File: src/rtl/uart_rx_os_pkg.sv
`timescale 1ns/1ps
package uart_rx_os_pkg;

  // Index of the last sample in a frame: start (0), data (1..N), stop (N+1).
  function automatic int unsigned last_sample_idx(input int unsigned data_bits);
    return data_bits + 1;
  endfunction

  // Width of a counter holding 0..maxv.
  function automatic int unsigned cnt_width(input int unsigned maxv);
    return (maxv < 2) ? 1 : $clog2(maxv + 1);
  endfunction

  // Next oversampling phase, wrapping at the bit period.
  function automatic int unsigned next_phase(input int unsigned ph, input int unsigned period);
    return (ph == period - 1) ? 0 : ph + 1;
  endfunction

endpackage

File: src/rtl/uart_rx_sync.sv
`timescale 1ns/1ps
module uart_rx_sync (
  input  logic clk,
  input  logic rst,
  input  logic line_i,
  output logic stage1_o,
  output logic stage2_o
);
  always_ff @(posedge clk) begin
    if (rst) begin
      stage1_o <= 1'b1;
      stage2_o <= 1'b1;
    end else begin
      stage1_o <= line_i;
      stage2_o <= stage1_o;
    end
  end
endmodule

File: src/rtl/uart_rx_timing.sv
`timescale 1ns/1ps
module uart_rx_timing
  import uart_rx_os_pkg::*;
#(
  parameter int unsigned OVERSAMPLE   = 16,
  parameter int unsigned SAMPLE_POINT = 7,
  parameter int unsigned DATA_BITS    = 8,
  localparam int unsigned PHW  = cnt_width(OVERSAMPLE - 1),
  localparam int unsigned IDXW = cnt_width(last_sample_idx(DATA_BITS))
) (
  input  logic            clk,
  input  logic            rst,
  input  logic            stage1_i,
  input  logic            stage2_i,
  output logic            start_det_o,
  output logic            busy_o,
  output logic            sample_en_o,
  output logic            frame_end_o,
  output logic [IDXW-1:0] bit_idx_o
);
  localparam logic [PHW-1:0]  SAMPLE_PH = PHW'(SAMPLE_POINT);
  localparam logic [IDXW-1:0] LAST_IDX  = IDXW'(last_sample_idx(DATA_BITS));

  logic [PHW-1:0] phase;

  assign start_det_o = !stage1_i && stage2_i && !busy_o;
  assign sample_en_o = busy_o && (phase == SAMPLE_PH);
  assign frame_end_o = sample_en_o && (bit_idx_o == LAST_IDX);

  always_ff @(posedge clk) begin
    if (rst) begin
      busy_o    <= 1'b0;
      phase     <= '0;
      bit_idx_o <= '0;
    end else if (start_det_o) begin
      busy_o    <= 1'b1;
      phase     <= '0;
      bit_idx_o <= '0;
    end else if (busy_o) begin
      if (frame_end_o) begin
        busy_o    <= 1'b0;
        phase     <= '0;
        bit_idx_o <= '0;
      end else begin
        phase <= PHW'(next_phase(int'(phase), OVERSAMPLE));
        if (sample_en_o) bit_idx_o <= bit_idx_o + 1'b1;
      end
    end
  end
endmodule

File: src/rtl/uart_rx_shift.sv
`timescale 1ns/1ps
module uart_rx_shift #(
  parameter int unsigned DATA_BITS = 8,
  parameter int unsigned IDXW      = 4,
  localparam int unsigned FW = DATA_BITS + 1
) (
  input  logic                 clk,
  input  logic                 rst,
  input  logic                 bit_i,
  input  logic                 sample_en_i,
  input  logic                 frame_end_i,
  input  logic [IDXW-1:0]      bit_idx_i,
  output logic [DATA_BITS-1:0] data_o,
  output logic                 ferr_o,
  output logic                 valid_o
);
  logic [FW-1:0] frame_q;
  logic [FW-1:0] frame_nxt;

  // Sample 0 is the start bit: it is never shifted in.
  assign frame_nxt = {bit_i, frame_q[FW-1:1]};

  always_ff @(posedge clk) begin
    if (rst) begin
      frame_q <= '0;
      data_o  <= '0;
      ferr_o  <= 1'b0;
      valid_o <= 1'b0;
    end else begin
      if (sample_en_i && (bit_idx_i != '0)) frame_q <= frame_nxt;
      valid_o <= frame_end_i;
      if (frame_end_i) begin
        data_o <= frame_nxt[DATA_BITS-1:0];
        ferr_o <= !frame_nxt[FW-1];
      end
    end
  end
endmodule

File: src/rtl/uart_rx_os.sv
`timescale 1ns/1ps
module uart_rx_os
  import uart_rx_os_pkg::*;
#(
  parameter int unsigned OVERSAMPLE   = 16,
  parameter int unsigned SAMPLE_POINT = 7,
  parameter int unsigned DATA_BITS    = 8
) (
  input  logic                 clk,
  input  logic                 rst,
  input  logic                 rx_line,
  output logic [DATA_BITS-1:0] rx_data,
  output logic                 rx_valid,
  output logic                 rx_frame_err
);
  localparam int unsigned IDXW = cnt_width(last_sample_idx(DATA_BITS));

  logic            sync1, sync2;
  logic            start_det, busy, sample_en, frame_end;
  logic [IDXW-1:0] bit_idx;

  uart_rx_sync u_sync (
    .clk(clk), .rst(rst), .line_i(rx_line),
    .stage1_o(sync1), .stage2_o(sync2)
  );

  uart_rx_timing #(
    .OVERSAMPLE(OVERSAMPLE), .SAMPLE_POINT(SAMPLE_POINT), .DATA_BITS(DATA_BITS)
  ) u_timing (
    .clk(clk), .rst(rst), .stage1_i(sync1), .stage2_i(sync2),
    .start_det_o(start_det), .busy_o(busy), .sample_en_o(sample_en),
    .frame_end_o(frame_end), .bit_idx_o(bit_idx)
  );

  uart_rx_shift #(.DATA_BITS(DATA_BITS), .IDXW(IDXW)) u_shift (
    .clk(clk), .rst(rst), .bit_i(sync2), .sample_en_i(sample_en),
    .frame_end_i(frame_end), .bit_idx_i(bit_idx),
    .data_o(rx_data), .ferr_o(rx_frame_err), .valid_o(rx_valid)
  );
endmodule

File: config.mk
export PLATFORM = sky130hd
export DESIGN_NAME = uart_rx_os
export DESIGN_NICKNAME = d
export VERILOG_FILES = /design/src/rtl/uart_rx_os_pkg.sv /design/src/rtl/uart_rx_sync.sv /design/src/rtl/uart_rx_timing.sv /design/src/rtl/uart_rx_shift.sv /design/src/rtl/uart_rx_os.sv
export SDC_FILE = /design/constraint.sdc
export NUM_CORES = 1
export LEC_CHECK = 0
export BUFFER_PORTS_ARGS = -buffer_cell sky130_fd_sc_hd__buf_2
export CORE_MARGIN = 1
export CORE_UTILIZATION = 27
export DETAILED_ROUTE_END_ITERATION = 10
export HOLD_SLACK_MARGIN = 0.05
export MAX_ROUTING_LAYER = met4
export PLACE_DENSITY_LB_ADDON = 0.15
export SLEW_MARGIN = 20
export SYNTH_ARGS = -nofsm -noshare
export SYNTH_HDL_FRONTEND = slang
export SYNTH_SLANG_ARGS = --single-unit
File: constraint.sdc
create_clock -name clk -period 1.51 [get_ports clk]
set_input_delay 0.0755 -clock clk [delete_from_list [all_inputs] [get_ports clk]]
set_output_delay 0.0755 -clock clk [all_outputs]
set_load 0.01 [all_outputs]
# --- After elaboration in Yosys (flattened, before gate mapping) ---
# Cells that the tools add are included.
totals:
  out_inout_bits: 10
  word_cells: 33
  input_bits: 3
  ff_bits: 30
op_classes:
  n_reduce_logical: 12
  n_eq_ne: 3
  muxes: 7
  add_sub_neg: 2
ops:
  columns: ["operator", "n"]
  rows:
  - ["4-bit 2-to-1 mux", 4]
  - ["4-bit by 1-bit adder with 4-bit output (second input constant)", 2]
  - ["4-bit equality test (second input constant)", 2]
  - ["1-bit logical AND", 5]
  - ["4-bit by 3-bit equality test with 1-bit output (second input constant)", 1]
  - ["4-bit nonzero test", 1]
  - ["1-bit logical NOT", 3]
  - ["1-bit 2-to-1 mux", 3]
  - ["2-bit AND reduction", 1]
  - ["2-bit nonzero test", 1]
  - ["2-bit OR reduction", 1]

# --- Depth between registers and ports, before layout ---
# Gate-level depths: netlist (run 1).
logic_depth:
  depth_word: 6
  depth_mapped: 6
  mapped_depth_nobuf: 5

# --- Cells and area by module ---
# A second synthesis (run 1) with hierarchy kept.
hier_totals:
  hier_cells: 121
  area_unflattened_um2: 1239.9
by_module_without_submodules:
  columns: ["mod", "area_per_inst_um2", "seq_area_each_um2", "cells_per_inst", "n_inst"]
  rows:
  - ["uart_rx_shift", 681.9, 360.3, 60, 1]
  - ["uart_rx_timing", 505.5, 180.2, 57, 1]
  - ["uart_rx_sync", 52.6, 40.0, 4, 1]

# --- Worst setup path after synthesis (run 1) ---
# No wires, ideal clock.
synth_timing:
  path_type: "register to register"
  startpoint: "reg u_timing.bit_idx_o[0]"
  endpoint: "reg u_shift.frame_q[1]"
  t_arrival_ps: 1285
  synth_period_minus_slack_ps: 1417
  stages_incl_launch_ff: 7
  slack_ps: 93
  required_time_ps: 1378
  setup_ps: 132
  cell_sequence: "dfxtp_1 > inv_1 > ha_1 > or3b_2 > clkbuf_1 > nand3_1 > a21oi_1"
synth_between:
  elab_chain_len: 2
synth_rtl:
  columns: ["element", "line", "text"]
  rows:
  - ["start, declared", "uart_rx_timing.sv:19", "output logic [IDXW-1:0] bit_idx_o"]
  - ["start signal, assigned", "uart_rx_timing.sv:46", "if (sample_en_o) bit_idx_o <= bit_idx_o + 1'b1;"]
  - ["4-bit nonzero test", "uart_rx_shift.sv:30", "if (sample_en_i && (bit_idx_i != '0)) frame_q <= frame_nxt;"]
  - ["1-bit logical AND", "uart_rx_shift.sv:30", null]
  - ["end signal, assigned", "uart_rx_shift.sv:30", null]
  - ["end, declared", "uart_rx_shift.sv:17", "logic [FW-1:0] frame_q;"]
# No other way between the ends.
# A chain may end at the register's enable or synchronous reset.

# --- Worst setup path after layout (run 1) ---
layout_timing:
  startpoint: "reg u_timing.bit_idx_o[0]"
  endpoint: "reg u_timing.bit_idx_o[2]"
layout_between:
  elab_chain_len: 4
  elab_cells_between_ends: 7
layout_rtl:
  columns: ["element"]
  rows:
  - ["branches (longest 4 deep; another with 4-bit by 1-bit adder with 4-bit output)"]
# Several ways; the timed one is not identified. The select of a mux whose other input is x is not followed.

==> metrics.md, run 1 <==
| Metric | Value |
|---|---|
| Die Outline Area | `roughly 0.005 mm2` |
| H-Tree Depth | `2` |
| Synthesized area | `about 0.0013 mm2` |
| Reg2Reg Capture Point | `u_timing.bit_idx_o[2]$_SDFFE_PP0P_` |
| Sum of overflow across all layers after global routing | `0` |
| Number of unique standard cell types used by synthesis | `29` |
| Worst hold start | `rst` |
| Most used cells in the layout excluding fill and tap cells | `dfxtp_1, a21oi_1, nand3_1` |
| Clock period minus final worst setup slack | `around 1.4 ns` |
| Setup repair after global routing missed its margin | `false` |
| Synthesis-to-finish area growth | `25.9%` |
| CTS Sinks | `29` |
| Total I/O pin count | `13` |
| Accumulated negative setup slack | `0 ns` |
| Wire length of the first global-routing pass | `slightly below 5 mm` |
| Global placer's final weighted congestion | `between 0.7 and 0.8` |
| Detailed-route wire length per cell | `between 10 and 15 um` |
| Core Rows | `24` |
| Number of global-route vias before repair | `roughly 1000` |
| Final Routed Wirelength | `about 2.9 mm` |
| Slack of the critical path | `between 0.1 and 0.15 ns` |
| Depth of the most critical reg-to-reg path | `5` |
| Cell types with the largest area share after synthesis | `dfxtp_1, a21oi_1, nand3_1, o21ai_0, ha_1` |
| Count of unresolved DRC violations after routing | `0` |
| Cell depth of the worst hold path | `3` |
| Clock slew seen by the registers of the worst setup and hold paths | `roughly 0.06 ns` |
| Die extent in y | `between 70 and 80 um` |
| Standard cell area after detailed placement | `approximately 0.0014 mm2` |
| Worst setup path category | `reg2reg` |
| Relative slew slack | `between 70 and 80%` |
| Cell taking the most area after synthesis | `dfxtp_1` |
| Worst EP required | `~1.7 ns` |
| Highest attainable clock frequency | `717 MHz` |
| Crit-path max FO | `4` |
| Length of the first detailed-routing pass in iterations | `4` |
| Leakage power of the design | `about 0.6 nW` |
| Via density per instance | `between 5 and 6` |
| Number of hold-slack violations in the final timing report | `0` |
| Synthesis Warnings | `0` |
| Transition time of the tightest slew-check pin | `roughly 0.33 ns` |
| Pin count of the biggest net entering global routing | `24` |
| Clock buffer depth | `2` |
| CTS tree | `yes` |
| Count of state elements after synthesis | `29` |
| Number of maximum-capacitance violations | `0` |
| Setup slack, reg-to-reg | `0.12 ns` |
| Clock insertion delay at the later pin of the skew report | `0.27 ns` |
| Antenna diodes | `0` |
| Synthesized area per cell | `about 8.7 um2` |
| Core outline area | `0.00441 mm2` |
| Number of fill cells | `approximately 460` |
| Most common library cell in the layout ignoring fill and taps | `dfxtp_1` |
| Clock tree skew after final layout | `about 0.0047 ns` |
| Detailed router's first-iteration violation count | `67` |
| Setup slack after placement | `-0.0935 ns` |
| Type of the worst min-delay path | `in2reg` |
| PD cells | `slightly below 1000 mW/mm2` |
| Remaining antenna violation count | `0` |
| Horiz. Die Dim | `roughly 70 um` |
| Destination of the worst hold path | `u_timing.busy_o$_SDFF_PP0_` |
| Estimated wirelength of the detail-placed design | `around 2.0 mm` |
| Final Max Slew Viols | `0` |
| Antenna violations before repair | `0` |
| Worst reg2reg path startpoint | `u_timing.bit_idx_o[0]$_SDFFE_PP0P_` |
| Result of the run | `finished clean` |
| Number of port buffers | `12` |
| Crit path arrival time | `about 1.6 ns` |
| Final net count | `~170` |
| Count of final setup violators | `0` |
| Seq/Total Area, Yosys | `46.4%` |
| Share of the cycle needed by the critical path after routing | `92.3%` |
| Post-route cell area | `about 0.0016 mm2` |
| Initial core utilization | `between 20% and 30%` |
| Share of the synthesized area in the top cell type | `a little under half` |
| Overall Global Routing Usage | `between 10% and 20%` |
| Net count after synthesis | `150` |
| Synthesized netlist cell count | `143` |
| Worst IR Drop VDD | `0.351 mV` |
| Layout cell share with drive strength beyond 1 | `between 20% and 30%` |
| TritonCTS Buffers | `5` |
| Crit start category | `flop` |
| Root Driver | `clkbuf_8` |
| Detailed-route via count | `about 1100` |
| Minimum hold slack | `approximately 0.23 ns` |
| Sort of element at the end of the critical path | `flop` |
[where the power goes]
part / internal [mW] / switching (mW)
clock: 0.411 / 0.285
sequential: 0.772 / 0.00705
combinational: 0.0203 / 0.0258
[area by class of cell]
type	instances	area [um2]	area share, %
Clock inverter	1	5.00	0.318
Clock buffer	7	96.3	6.12
Inverter	6	22.5	1.43
Tap cell	52	65.1	4.13
Timing Repair Buffer	26	175	11.1
Multi-Input combinational cell	98	628	39.9
Sequential cell	29	583	37.0
[synthesized netlist by cell type]
master,instances
nand2_1,4
o2111ai_1,1
clkbuf_1,5
o21bai_1,1
inv_1,6
and3b_1,1
and2b_1,1
a21oi_1,23
nor3b_1,1
nand2b_1,3
or2_2,3
ha_1,4
nand3_1,21
buf_2,2
buf_4,3
nand4b_4,1
xor2_1,1
o21ai_0,19
o211ai_1,1
dfxtp_1,29
nand3b_1,1
nor3_1,1
and4b_1,2
o31ai_1,1
a311oi_1,3
or3b_2,1
or4_1,1
a41oi_1,1
nor2_1,2
[state kept, by name, indices dropped and copies added, names as in the netlist]
name and cells:
u_shift.valid_o 1, u_timing.busy_o 1, u_sync.stage2_o 1, u_sync.stage1_o 1, u_shift.ferr_o 1, u_shift.data_o 8, u_shift.frame_q 8, u_timing.phase 4
u_timing.bit_idx_o 4
[worst max-delay path by stage]
stage / to / start / slack [ns]
floorplan: u_shift.frame_q[1]$_SDFFE_PP0P_ / u_timing.bit_idx_o[0]$_SDFFE_PP0P_ / 0.09
global placement: u_shift.frame_q[8]$_SDFFE_PP0P_ / u_timing.bit_idx_o[0]$_SDFFE_PP0P_ / -0.008
detailed placement: u_shift.frame_q[3]$_SDFFE_PP0P_ / u_timing.bit_idx_o[0]$_SDFFE_PP0P_ / -0.09
CTS: u_shift.data_o[3]$_SDFFE_PP0P_ / u_timing.phase[0]$_SDFFE_PP0P_ / 0.01
global route: u_timing.bit_idx_o[2]$_SDFFE_PP0P_ / u_timing.bit_idx_o[0]$_SDFFE_PP0P_ / 0.009
finish: u_timing.bit_idx_o[2]$_SDFFE_PP0P_ / u_timing.bit_idx_o[0]$_SDFFE_PP0P_ / 0.12
[critical path, cell delays in order, from the launching register on]
cell and delay, ns:
dfxtp_1 0.38, buf_4 0.14, ha_1 0.14, inv_1 0.05
or4_1 0.50, a21oi_1 0.12
[what timing repair did]
| action | CTS | global route |
|---|---|---|
| endpoints found under the setup margin | 10 | 18 |
| resized for setup | 2 | 10 |
| buffers inserted | 0 | 1 |
| hold endpoints to repair | 1 | 0 |
| hold buffers | 1 | 0 |
[stage by stage]
| stage | power (mW) | std cells | util [%] |
|---|---|---|---|
| 2_1_floorplan | 0.822 | 143 | - |
| 6_report | 1.52 | 219 | 35.7 |
| 3_5_place_dp | 0.838 | 209 | 32.1 |
| 3_3_place_gp | 0.837 | 209 | 32.1 |
| 4_1_cts | 1.55 | 218 | 34.7 |
| 5_1_grt | 1.59 | 219 | 35.7 |
[layer usage]
| layer | wire length [um] | track usage, % | vias up |
|---|---|---|---|
| li1 | - | - | 560 |
| met1 | 1390 | 15.8 | 533 |
| met2 | 1360 | 20.3 | 18 |
| met3 | 93 | 3.90 | 7 |
| met4 | 54 | 5.33 | 0 |
| met5 | 0 | - | - |
[logic make-up after synthesis]
group,after synthesis,synth area share [%]
adder cells (fa/ha/maj),4,4.00
AND/OR/NAND/NOR,43,20.9
buffers and inverters,16,5.90
flip-flops,29,46.4
XOR/XNOR,1,0.700
AO/OA/AOI/OAI,50,22.1
(Power assumes the default switching activity.)
==> inputs of run 2 (changes only) <==
--- a/config.mk
+++ b/config.mk
@@ -6,6 +6,7 @@
 export NUM_CORES = 1
 export LEC_CHECK = 0
 export BUFFER_PORTS_ARGS = -buffer_cell sky130_fd_sc_hd__buf_2
+export CORE_ASPECT_RATIO = 1.5
 export CORE_MARGIN = 1
 export CORE_UTILIZATION = 27
 export DETAILED_ROUTE_END_ITERATION = 10
==> metrics.md, run 2 (synthesis results as in run 1) <==
| Metric | Value |
|---|---|
| Result of the run | `finished with violations (was finished clean)` |
| Violated checks | `DRC` |
| Core outline area | `0.00450 mm2 (was 0.00441 mm2)` |
| Share of the cycle needed by the critical path after routing | `96.1% (was 92.3%)` |
| Reg2Reg Capture Point | `u_timing.bit_idx_o[2]$_SDFFE_PP0P_ (unchanged)` |
| Via density per instance | `5.05 (was 5.11)` |
| Clock insertion delay at the later pin of the skew report | `0.28 ns (was 0.27 ns)` |
| Detailed router's first-iteration violation count | `54 (was 67)` |
| Crit-path max FO | `4 (unchanged)` |
| Sort of element at the end of the critical path | `flop (unchanged)` |
| Synthesis-to-finish area growth | `28.7% (was 25.9%)` |
| Type of the worst min-delay path | `reg2reg (was in2reg)` |
| Number of global-route vias before repair | `1117 (was 1047)` |
| Worst IR Drop VDD | `0.843 mV (was 0.351 mV)` |
| Clock period minus final worst setup slack | `1.45 ns (was 1.39 ns)` |
| Worst hold start | `u_sync.stage1_o$_SDFF_PP1_ (was rst)` |
| Most common library cell in the layout ignoring fill and taps | `dfxtp_1 (unchanged)` |
| Core occupancy in the finished layout | `35.8% (was 35.7%)` |
| Crit path arrival time | `1.67 ns (was 1.61 ns)` |
| Worst setup path category | `reg2reg (unchanged)` |
| Root Driver | `clkbuf_8 (unchanged)` |
| Wire length of the first global-routing pass | `5.02 mm (was 4.91 mm)` |
| Biggest registers after layout | `u_shift.data_o x8, u_shift.frame_q x8 (unchanged)` |
| Pin count of the biggest net entering global routing | `23 (was 24)` |
| Estimated wirelength of the detail-placed design | `2.02 mm (was 1.97 mm)` |
| Crit start category | `flop (unchanged)` |
| H-Tree Depth | `2 (unchanged)` |
| Share of total power in combinational logic | `3.2% (was 3.0%)` |
| Detailed-route via count | `1105 (was 1118)` |
| Final net count | `177 (was 173)` |
| Relative contribution of the clock network to total power | `50.0% (was 45.8%)` |
| Clock tree skew after final layout | `0.00794 ns (was 0.00468 ns)` |
| Setup slack, reg-to-reg | `0.06 ns (was 0.12 ns)` |
| Setup slack after placement | `-0.0682 ns (was -0.0935 ns)` |
| Core Rows | `30 (was 24)` |
| Antenna diodes | `0 (unchanged)` |
| Count of unresolved DRC violations after routing | `1 (was 0)` |
| Transition time of the tightest slew-check pin | `0.414 ns (was 0.326 ns)` |
| Count of final setup violators | `0 (unchanged)` |
| Horiz. Die Dim | `57.6 um (was 70.1 um)` |
| Leakage power of the design | `0.620 nW (was 0.603 nW)` |
| Relative slew slack | `72.3% (was 78.3%)` |
| Worst EP required | `1.73 ns (was 1.72 ns)` |
| Detailed-route wire length per cell | `13.1 um (was 13.2 um)` |
| Switching fraction of total power | `19.8% (was 20.9%)` |
| Setup repair after global routing missed its margin | `false (unchanged)` |
| Number of port buffers | `12 (unchanged)` |
| CTS Sinks | `29 (unchanged)` |
| Antenna violations before repair | `0 (unchanged)` |
| Number of maximum-capacitance violations | `0 (unchanged)` |
| Total power of the final layout | `1.66 mW (was 1.52 mW)` |
| Final Max Slew Viols | `0 (unchanged)` |
| FF/Latch Area | `582 um2 (was 583 um2)` |
| Die extent in y | `85.4 um (was 70.1 um)` |
| Internal Power | `1.33 mW (was 1.20 mW)` |
| Most used cells in the layout excluding fill and tap cells | `dfxtp_1, a21oi_1, nand3_1 (unchanged)` |
| Reported net switching power | `329 uW (was 318 uW)` |
| Destination of the worst hold path | `u_sync.stage2_o$_SDFF_PP1_ (was u_timing.busy_o$_SDFF_PP0_)` |
| Area of the multi-input gates | `617 um2 (was 628 um2)` |
| Overall Global Routing Usage | `13.6% (was 13.1%)` |
| Global placer's final weighted congestion | `0.797 (was 0.743)` |
| Slack of the critical path | `0.0594 ns (was 0.116 ns)` |
| Clock buffer depth | `2 (unchanged)` |
| Number of fill cells | `489 (was 464)` |
| PD cells | `1030 mW/mm2 (was 966 mW/mm2)` |
| Highest attainable clock frequency | `689 MHz (was 717 MHz)` |
| Clock slew seen by the registers of the worst setup and hold paths | `0.07 ns (was 0.06 ns)` |
| Depth of the most critical reg-to-reg path | `5 (unchanged)` |
| Worst reg2reg path startpoint | `u_timing.bit_idx_o[1]$_SDFFE_PP0P_ (was u_timing.bit_idx_o[0]$_SDFFE_PP0P_)` |
| Number of hold-slack violations in the final timing report | `0 (unchanged)` |
| Length of the first detailed-routing pass in iterations | `8 (was 4)` |
| Remaining antenna violation count | `0 (unchanged)` |
| Final Routed Wirelength | `2.88 mm (was 2.90 mm)` |
| Initial core utilization | `27.8% (was 28.3%)` |
| Die Outline Area | `0.00492 mm2 (was 0.00491 mm2)` |
| Sequential Power Share | `46.8% (was 51.2%)` |
| Total I/O pin count | `13 (unchanged)` |
| CTS tree | `yes (unchanged)` |
| Layout cell share with drive strength beyond 1 | `27.5% (was 26.9%)` |
| Cell depth of the worst hold path | `1 (was 3)` |
| TritonCTS Buffers | `5 (unchanged)` |
| Sum of overflow across all layers after global routing | `0 (unchanged)` |
## run 2: metrics by stage
| step | TNS [ns] | std cells | hold WS (ns) | cell area (um2) |
|---|---|---|---|---|
| after floorplan | 0 | 143 | 0.179 | 1250 |
| after global placement | -0.0801 | 208 | 0.262 | 1450 |
| after detailed placement | -0.348 | 208 | 0.265 | 1450 |
| after CTS | 0 | 218 | 0.425 | 1590 |
| after global routing | 0 | 219 | 0.469 | 1610 |
| final | 0 | 219 | 0.421 | 1610 |
## run 2: worst max-delay path, cell delays in order, from the launching register on
cell	delay (ns)
dfxtp_2	0.32
inv_1	0.06
ha_1	0.21
and3b_2	0.25
or4_4	0.42
a21oi_2	0.15
## run 2: final cells by class
class | count | area share, %
inverters | 6 | 1.40
clock inverters | 1 | 1.86
multi-input cells | 98 | 38.3
flip-flops and latches | 29 | 36.1
clock buffers | 7 | 5.36
well taps | 48 | 3.73
repair buffers | 30 | 13.2
## run 2: how the worst max path moves through the flow
stage	endpoint	start	slack (ns)	depth (start not counted)
after CTS	u_timing.bit_idx_o[3]$_SDFFE_PP0P_	u_timing.phase[1]$_SDFFE_PP0P_	0.02	4
after floorplan	u_shift.frame_q[1]$_SDFFE_PP0P_	u_timing.bit_idx_o[0]$_SDFFE_PP0P_	0.09	6
final	u_timing.bit_idx_o[2]$_SDFFE_PP0P_	u_timing.bit_idx_o[1]$_SDFFE_PP0P_	0.06	5
after detailed placement	u_shift.frame_q[2]$_SDFFE_PP0P_	u_timing.bit_idx_o[0]$_SDFFE_PP0P_	-0.07	5
after global placement	u_shift.frame_q[4]$_SDFFE_PP0P_	u_timing.bit_idx_o[0]$_SDFFE_PP0P_	-0.03	5
after global routing	u_timing.bit_idx_o[2]$_SDFFE_PP0P_	u_timing.bit_idx_o[1]$_SDFFE_PP0P_	0.002	5
## run 2: repair_timing
action / 4_1_cts / 5_1_grt
gates resized for setup: 1 / 8
pin swaps: 0 / 1
hold endpoints to repair: 2 / 0
cloned: 0 / 0
setup buffers: 0 / 1
hold buffers: 2 / 0
setup endpoints to repair: 8 / 23
## run 2: power groups by stage
stage | registers (mW) | logic [mW] | clock network [mW]
2_1_floorplan | 0.793 | 0.0287 | 0
3_3_place_gp | 0.795 | 0.0483 | 0
3_5_place_dp | 0.795 | 0.0495 | 0
4_1_cts | 0.778 | 0.0536 | 0.853
5_1_grt | 0.779 | 0.0595 | 0.880
6_report | 0.778 | 0.0533 | 0.832
## run 2: layer usage
metal,vias up,wire length [um],track usage (%)
li1,567,-,-
met1,520,1330,15.9
met2,14,1430,22.0
met3,4,75,3.20
met4,0,37,5.99
met5,-,0,-
